[src/rtl/dram_init_pkg.sv]
package dram_init_pkg;
  typedef enum logic [2:0] {
    ST_IDLE  = 3'd0,
    ST_NOP   = 3'd1,
    ST_PRE   = 3'd2,
    ST_AR1   = 3'd3,
    ST_AR2   = 3'd4,
    ST_EMRS  = 3'd5,
    ST_MRS   = 3'd6,
    ST_READY = 3'd7
  } init_state_e;

  typedef logic [3:0] dram_cmd_t;  // {cs_n, ras_n, cas_n, we_n}
  localparam dram_cmd_t CMD_NOP = 4'b0111;
  localparam dram_cmd_t CMD_PRE = 4'b0010;
  localparam dram_cmd_t CMD_REF = 4'b0001;
  localparam dram_cmd_t CMD_LMR = 4'b0000;
endpackage

[src/rtl/init_wait_ctr.sv]
module init_wait_ctr #(
  parameter int CNT_W = 4
) (
  input  logic             clk_i,
  input  logic             rst_ni,
  input  logic             load_i,
  input  logic [CNT_W-1:0] load_val_i,
  output logic             zero_o
);
  logic [CNT_W-1:0] cnt_q;

  always_ff @(posedge clk_i or negedge rst_ni) begin
    if (!rst_ni)            cnt_q <= '0;
    else if (load_i)        cnt_q <= load_val_i;
    else if (cnt_q != '0)   cnt_q <= cnt_q - 1'b1;
  end

  assign zero_o = (cnt_q == '0);
endmodule

[src/rtl/init_step_fsm.sv]
module init_step_fsm
  import dram_init_pkg::*;
#(
  parameter int CNT_W = 4,
  parameter int T_RP  = 3,
  parameter int T_RFC = 8,
  parameter int T_MRD = 2
) (
  input  logic             clk_i,
  input  logic             rst_ni,
  input  logic             stab_i,
  input  logic             wait_done_i,
  output init_state_e      state_o,
  output logic             issue_o,
  output logic             load_o,
  output logic [CNT_W-1:0] load_val_o
);
  // counter holds remaining extra cycles of a step: wait W -> load W-1
  localparam logic [CNT_W-1:0] LD_RP  = CNT_W'(T_RP - 1);
  localparam logic [CNT_W-1:0] LD_RFC = CNT_W'(T_RFC - 1);
  localparam logic [CNT_W-1:0] LD_MRD = CNT_W'(T_MRD - 1);

  init_state_e state_q, state_d;
  logic        issue_q;

  always_comb begin
    state_d = state_q;
    unique case (state_q)
      ST_IDLE:  if (stab_i)      state_d = ST_NOP;
      ST_NOP:                    state_d = ST_PRE;
      ST_PRE:   if (wait_done_i) state_d = ST_AR1;
      ST_AR1:   if (wait_done_i) state_d = ST_AR2;
      ST_AR2:   if (wait_done_i) state_d = ST_EMRS;
      ST_EMRS:  if (wait_done_i) state_d = ST_MRS;
      ST_MRS:   if (wait_done_i) state_d = ST_READY;
      ST_READY:                  state_d = ST_READY;
      default:                   state_d = ST_IDLE;
    endcase
  end

  always_comb begin
    unique case (state_d)
      ST_PRE:          load_val_o = LD_RP;
      ST_AR1, ST_AR2:  load_val_o = LD_RFC;
      ST_EMRS, ST_MRS: load_val_o = LD_MRD;
      default:         load_val_o = '0;
    endcase
  end

  assign load_o = (state_d != state_q);

  always_ff @(posedge clk_i or negedge rst_ni) begin
    if (!rst_ni) begin
      state_q <= ST_IDLE;
      issue_q <= 1'b0;
    end else begin
      state_q <= state_d;
      issue_q <= load_o;
    end
  end

  assign state_o = state_q;
  assign issue_o = issue_q;
endmodule

[src/rtl/init_cmd_enc.sv]
module init_cmd_enc
  import dram_init_pkg::*;
#(
  parameter int                ADDR_W  = 13,
  parameter logic [ADDR_W-1:0] MR_VAL  = '0,
  parameter logic [ADDR_W-1:0] EMR_VAL = '0
) (
  input  init_state_e        state_i,
  input  logic               issue_i,
  output logic [3:0]         cmd_o,
  output logic [1:0]         ba_o,
  output logic [ADDR_W-1:0]  addr_o
);
  localparam int AP_BIT = 10;  // all-bank select on precharge

  always_comb begin
    cmd_o  = CMD_NOP;
    ba_o   = 2'b00;
    addr_o = '0;
    if (issue_i) begin
      unique case (state_i)
        ST_PRE: begin
          cmd_o          = CMD_PRE;
          addr_o[AP_BIT] = 1'b1;
        end
        ST_AR1, ST_AR2: cmd_o = CMD_REF;
        ST_EMRS: begin
          cmd_o  = CMD_LMR;
          ba_o   = 2'b01;
          addr_o = EMR_VAL;
        end
        ST_MRS: begin
          cmd_o  = CMD_LMR;
          addr_o = MR_VAL;
        end
        default: cmd_o = CMD_NOP;
      endcase
    end
  end
endmodule

[src/rtl/dram_init_seq.sv]
module dram_init_seq
  import dram_init_pkg::*;
#(
  parameter int                ADDR_W  = 13,
  parameter int                T_RP    = 3,
  parameter int                T_RFC   = 8,
  parameter int                T_MRD   = 2,
  parameter logic [ADDR_W-1:0] MR_VAL  = 13'h0032,
  parameter logic [ADDR_W-1:0] EMR_VAL = 13'h0000
) (
  input  logic              clk_i,
  input  logic              rst_ni,
  input  logic              stab_done_i,
  output logic [2:0]        state_o,
  output logic [3:0]        cmd_o,
  output logic [1:0]        ba_o,
  output logic [ADDR_W-1:0] addr_o,
  output logic              init_done_o
);
  localparam int T_MAX = (T_RP > T_RFC) ? ((T_RP > T_MRD) ? T_RP : T_MRD)
                                        : ((T_RFC > T_MRD) ? T_RFC : T_MRD);
  localparam int CNT_W = (T_MAX < 2) ? 1 : $clog2(T_MAX);

  init_state_e      state;
  logic             issue, load, wait_done;
  logic [CNT_W-1:0] load_val;

  init_step_fsm #(
    .CNT_W(CNT_W), .T_RP(T_RP), .T_RFC(T_RFC), .T_MRD(T_MRD)
  ) u_fsm (
    .clk_i      (clk_i),
    .rst_ni     (rst_ni),
    .stab_i     (stab_done_i),
    .wait_done_i(wait_done),
    .state_o    (state),
    .issue_o    (issue),
    .load_o     (load),
    .load_val_o (load_val)
  );

  init_wait_ctr #(.CNT_W(CNT_W)) u_ctr (
    .clk_i     (clk_i),
    .rst_ni    (rst_ni),
    .load_i    (load),
    .load_val_i(load_val),
    .zero_o    (wait_done)
  );

  init_cmd_enc #(
    .ADDR_W(ADDR_W), .MR_VAL(MR_VAL), .EMR_VAL(EMR_VAL)
  ) u_enc (
    .state_i(state),
    .issue_i(issue),
    .cmd_o  (cmd_o),
    .ba_o   (ba_o),
    .addr_o (addr_o)
  );

  assign state_o     = state;
  assign init_done_o = (state == ST_READY);
endmodule

[config.mk]
export PLATFORM = sky130hd
export DESIGN_NAME = dram_init_seq
export DESIGN_NICKNAME = d
export VERILOG_FILES = /design/src/rtl/dram_init_pkg.sv /design/src/rtl/init_wait_ctr.sv /design/src/rtl/init_step_fsm.sv /design/src/rtl/init_cmd_enc.sv /design/src/rtl/dram_init_seq.sv
export SDC_FILE = /design/constraint.sdc
export NUM_CORES = 1
export LEC_CHECK = 0
export CORE_UTILIZATION = 45
export CTS_BUF_LIST = sky130_fd_sc_hd__clkbuf_8
export DETAILED_ROUTE_END_ITERATION = 6
export DONT_BUFFER_PORTS = 1
export REMOVE_ABC_BUFFERS = 1
export SYNTH_ARGS = -nofsm -noshare
export SYNTH_HDL_FRONTEND = slang
export SYNTH_SLANG_ARGS = --single-unit
[constraint.sdc]
create_clock -name clk_i -period 4.5 [get_ports clk_i]
set_input_delay 0.9 -clock clk_i [delete_from_list [all_inputs] [get_ports clk_i]]
set_output_delay 0.9 -clock clk_i [all_outputs]
set_load 0.005 [all_outputs]
* Yosys cells after proc, flatten, opt, wreduce, memory -nomap -nowiden
Index checks and enable logic that the tools add are counted.
** Operators by class
- Eq/ne operators :: 13
- Reduce and logical (&&, ||, !) cells :: 8
- Add/subtract/negate cells :: 1
- Muxes and demuxes :: 17
** Operators with widths (number)
- $mux 3 :: 8
- $pmux 3 s8 :: 1
- $eq 3x3->1 const B :: 7
- $pmux 3 s3 :: 2
- $eq 3x2->1 const B :: 4
- $mux 11 :: 1
- $reduce_or 2->1 :: 4
- $logic_not 3->1 :: 2
- $mux 6 :: 1
- $mux 4 :: 1
- $eq 3x1->1 const B :: 1
- $ne 3x3->1 :: 1
- $reduce_bool 3->1 :: 1
- $sub 3x1->3 const B :: 1
- $mux 1 :: 2
- $mux 2 :: 1
- $reduce_bool 2->1 :: 1
** Storage, ports and cells
- Input bits :: 3
- Bits in registers :: 7
- Word-level logic and storage cells :: 42
- Output and inout bits :: 23

* Depth between registers and ports, before layout
- Depth in word-level cells :: 7
- Depth in mapped cells :: 7
- Gate-level depth less buffers :: 6

* Modules after synthesis
Synthesis repeated with hierarchy kept, for this count alone.
** Unflattened totals
- Cells, all modules :: 74
- Area, all modules :: 655.6 um2
** By module, submodules not included
- init_step_fsm :: seq. area each 100.1 um2, cells each 28, times used 1, area each 270.3 um2
- init_wait_ctr :: seq. area each 75.1 um2, cells each 21, times used 1, area each 200.2 um2
- init_cmd_enc :: seq. area each 0.0 um2, cells each 24, times used 1, area each 178.9 um2
- dram_init_seq :: seq. area each 0.0 um2, cells each 1, times used 1, area each 6.3 um2

* Worst setup path after synthesis
Ideal clock, no wire load.
- Path type :: register to output
- Start :: register u_fsm.state_q[2] (netlist: u_fsm.state_o[2])
- End :: output cmd_o[2]
- Cell stages (with the launch flop) :: 5
- Path buffers :: 1
- Data arrival time :: 926 ps
- Data required time :: 3600 ps
- Path slack :: 2674 ps
- Cell sequence :: dfrtp_1 -> buf_4 -> inv_1 -> and3_1 -> a21oi_1
** Between the ends
- Longest elaborated chain between the ends :: 4
- Elaborated cells between the ends (all ways) :: 9
- Classes of those cells :: eq/ne (5); mux (2); reduce/logical (2)
** RTL lines
- start: declaration :: RTL line init_step_fsm.sv:23 : init_state_e state_q, state_d;
- start signal: assignment :: RTL line init_step_fsm.sv:57 : state_q <= state_d;
- $eq 3x3->1 or $eq 3x2->1 (tied branches) :: RTL line init_cmd_enc.sv:21 : unique case (state_i)
- $reduce_or 2->1 (on tied branches)
- $pmux 3 s3 (*) :: RTL line init_cmd_enc.sv:21
- $mux 4 (*) :: RTL line init_cmd_enc.sv:20 : if (issue_i) begin
- end: declaration :: RTL line dram_init_seq.sv:15 : output logic [3:0] cmd_o,
Every way passes the cells marked *; elsewhere a longest branch is shown, timed or not.

* Worst setup path after layout
- Start :: register u_fsm.state_q[1] (netlist: u_fsm.state_o[1])
- End :: output cmd_o[2]
The elaborated chain is that of the path after synthesis.

==> results.json <==
{
  "status": "completed",
  "p_sw_mw": 0.1798,
  "hold_viol_final": 0,
  "grt.overflow.total": 0,
  "place_hpwl_microns": 763.1,
  "final_nets": 81,
  "dr.pass1.iters": 4,
  "cts_setup_buffers": 0,
  "synthCells": 78,
  "async_flop_share": 1.000,
  "clk_path_buf_depth": 2,
  "drc": 0,
  "wl_per_cell_microns": 12.36,
  "synth_edf_count": 0,
  "routed-via-count": 464,
  "ys_seq_area_frac": 0.2828,
  "cts-resized-gates": 0,
  "drt_wl_total_mm": 1.112,
  "r2r_cells": 6,
  "grt_pass1_wl_mm": 1.587,
  "fin_crit_ns": 2.285,
  "r2r_setup_slack_ns": 2.75,
  "die_w_microns": 39.10,
  "r2r_start": "u_ctr.cnt_q[0]",
  "antenna_cells": 0,
  "p_leak_nw": 0.2947,
  "synth_area_per_cell_sq_um": 7.940,
  "postCtsHoldBufs": 0,
  "clock_sinks": 7,
  "start_kind": "register",
  "reg2reg_to": "u_fsm.state_o[0]",
  "drive_above_1_share": 0.08000,
  "setup_viol": 0,
  "slew_viol_final": 0,
  "netlist_top_cells_area": "dfrtp_1 28%, buf_4 19%, nor2_1 4.2%",
  "syn_area_sq_um": 619.3,
  "core-area_sq_mm": 0.001285,
  "p_total_mw": 0.4101,
  "hold_path.class": "in2async",
  "fmax_mhz": 437.7,
  "sw_frac_of_total": 0.4384,
  "pwr-share-clk": 0.211,
  "gp_congestion": 0.7666,
  "initial_core_util": 0.4820,
  "areaGrowthSynthToFinish_pct": -3.838,
  "fin_crit_sh": 0.5078,
  "cp.required_ns": 3.60,
  "first_iter_violations": 22,
  "synth.top_cell.area_share": 0.2828,
  "cellPowerDensity_mw_per_mm2": 688.6,
  "num_io_pins": 26,
  "portBuffers": 0,
  "crit_path_end_kind": "output pin",
  "rows": 13,
  "path_max_fanout": 15,
  "grt_pass1_vias": 350,
  "die_y_microns": 39.10,
  "rsz0062_at_grt": "no",
  "maxCapViolCount": 0,
  "die-area_sq_mm": 0.001529,
  "power.internal_mw": 0.2303,
  "clk-insertion-delay-late_ns": 0.23,
  "seqPwrFrac": 0.345,
  "synth_common_cells": "16 x buf_4, 7 x dfrtp_1, 7 x nor2_1",
  "synth_largest_area_cell": "dfrtp_1",
  "finalClockSkew_ns": 0.005950,
  "grt_max_degree": 16,
  "grt_use_total": 0.1627,
  "critical_path_class": "reg2out",
  "vias_per_cell": 5.156,
  "ys.flop_type": "dfrtp_1",
  "placedCellCount": 86,
  "setup-tns-final_ns": 0,
  "synth_cell_types": 28,
  "htreeDepth": 1,
  "path_clk_slew_ns": 0.04,
  "ys_ff_latch": 7,
  "cts_made_buffers": 3,
  "ant_nets": 0,
  "antenna_found_initial": 0,
  "yosys_warnings": 0,
  "cts_tree": "done",
  "final_cell_count_no_fill": 90,
  "synth_most_common_cell": "buf_4",
  "p_comb_frac": 0.444,
  "irDropWorstVdd_uv": 265.3,
  "holdWs_ns": 0.3647,
  "critPathArrivalTime_ns": 1.38,
  "clk_root_buffer_cell": "clkbuf_8",
  "fin_util": 0.4635
}
-- power groups by stage --
stage          registers, mW  clock network (mW)  logic [mW]
6_report               0.141              0.0866       0.182
5_1_grt                0.147              0.0938       0.218
4_1_cts                0.140              0.0888       0.184
3_5_place_dp           0.140                   0       0.181
3_3_place_gp           0.140                   0       0.180
2_1_floorplan          0.127                   0       0.157
-- critical path, cell delays in order (launching register included) --
cell     delay (ns)
dfrtp_1        0.54
nor2b_1        0.24
and3_1         0.23
a21oi_1        0.15
-- logic make-up after synthesis --
kind of cell | synth area share
fa+ha+maj | 0.04040
flops | 0.2828
other cells | 0.006055
xor+xnor | 0.01414
compound gates | 0.2081
buf+inv | 0.2323
simple gates | 0.2162
-- state kept, by name, indices dropped and copies added, names as in the netlist --
| name | count |
|---|---|
| u_fsm.issue_o | 1 |
| u_ctr.cnt_q | 3 |
| u_fsm.state_o | 3 |
-- layout make-up --
cell class              instances  area (sq um)
fillers                       129         689.4
multi-input cells              59         337.8
flip-flops and latches          7         175.2
clock buffers                   3         41.29
inverters                       5         18.77
well taps                      15         18.77
clock inverters                 1         3.754
-- worst max path at each step --
stage	from	end	slack (ns)	cells after the start
finish	u_fsm.state_o[1]	cmd_o[2]	2.22	3
floorplan	u_fsm.state_o[1]	cmd_o[2]	2.57	3
global placement	u_fsm.state_o[1]	cmd_o[2]	2.47	3
CTS	u_fsm.state_o[1]	cmd_o[2]	2.22	3
global route	u_fsm.state_o[1]	cmd_o[2]	2.09	3
detailed placement	u_fsm.state_o[1]	cmd_o[2]	2.46	3
-- cell usage in the layout, fill, tap and decap left out, types with 2 or more instances in the layout --
cell type / n
and3_1: 2
nor2_1: 7
a21oi_1: 4
nand2_1: 5
ha_1: 2
dfrtp_1: 7
inv_1: 6
a211oi_1: 2
nor2b_1: 3
nand3_1: 2
nand2b_1: 4
clkbuf_8: 3
o21ai_0: 3
conb_1: 11
nor3_1: 2
-- metal layers --
layer / vias to the layer above / wire, microns / global-route usage / part of all wire
li1: 234 / - / - / -
met1: 218 / 540 / 0.2091 / 0.49
met2: 12 / 512 / 0.2417 / 0.46
met3: 0 / 59 / 0.1040 / 0.053
met4: 0 / 0 / 0 / 0
met5: - / 0 / 0 / 0
-- metrics by stage --
stage,cell area [sq um],setup WS [ns]
finish,595.6,2.215
CTS,595.6,2.220
global route,595.6,2.089
detailed placement,550.5,2.465
global placement,550.5,2.466
floorplan,531.8,2.570
No activity file was read; power rests on OpenSTA's default activity.
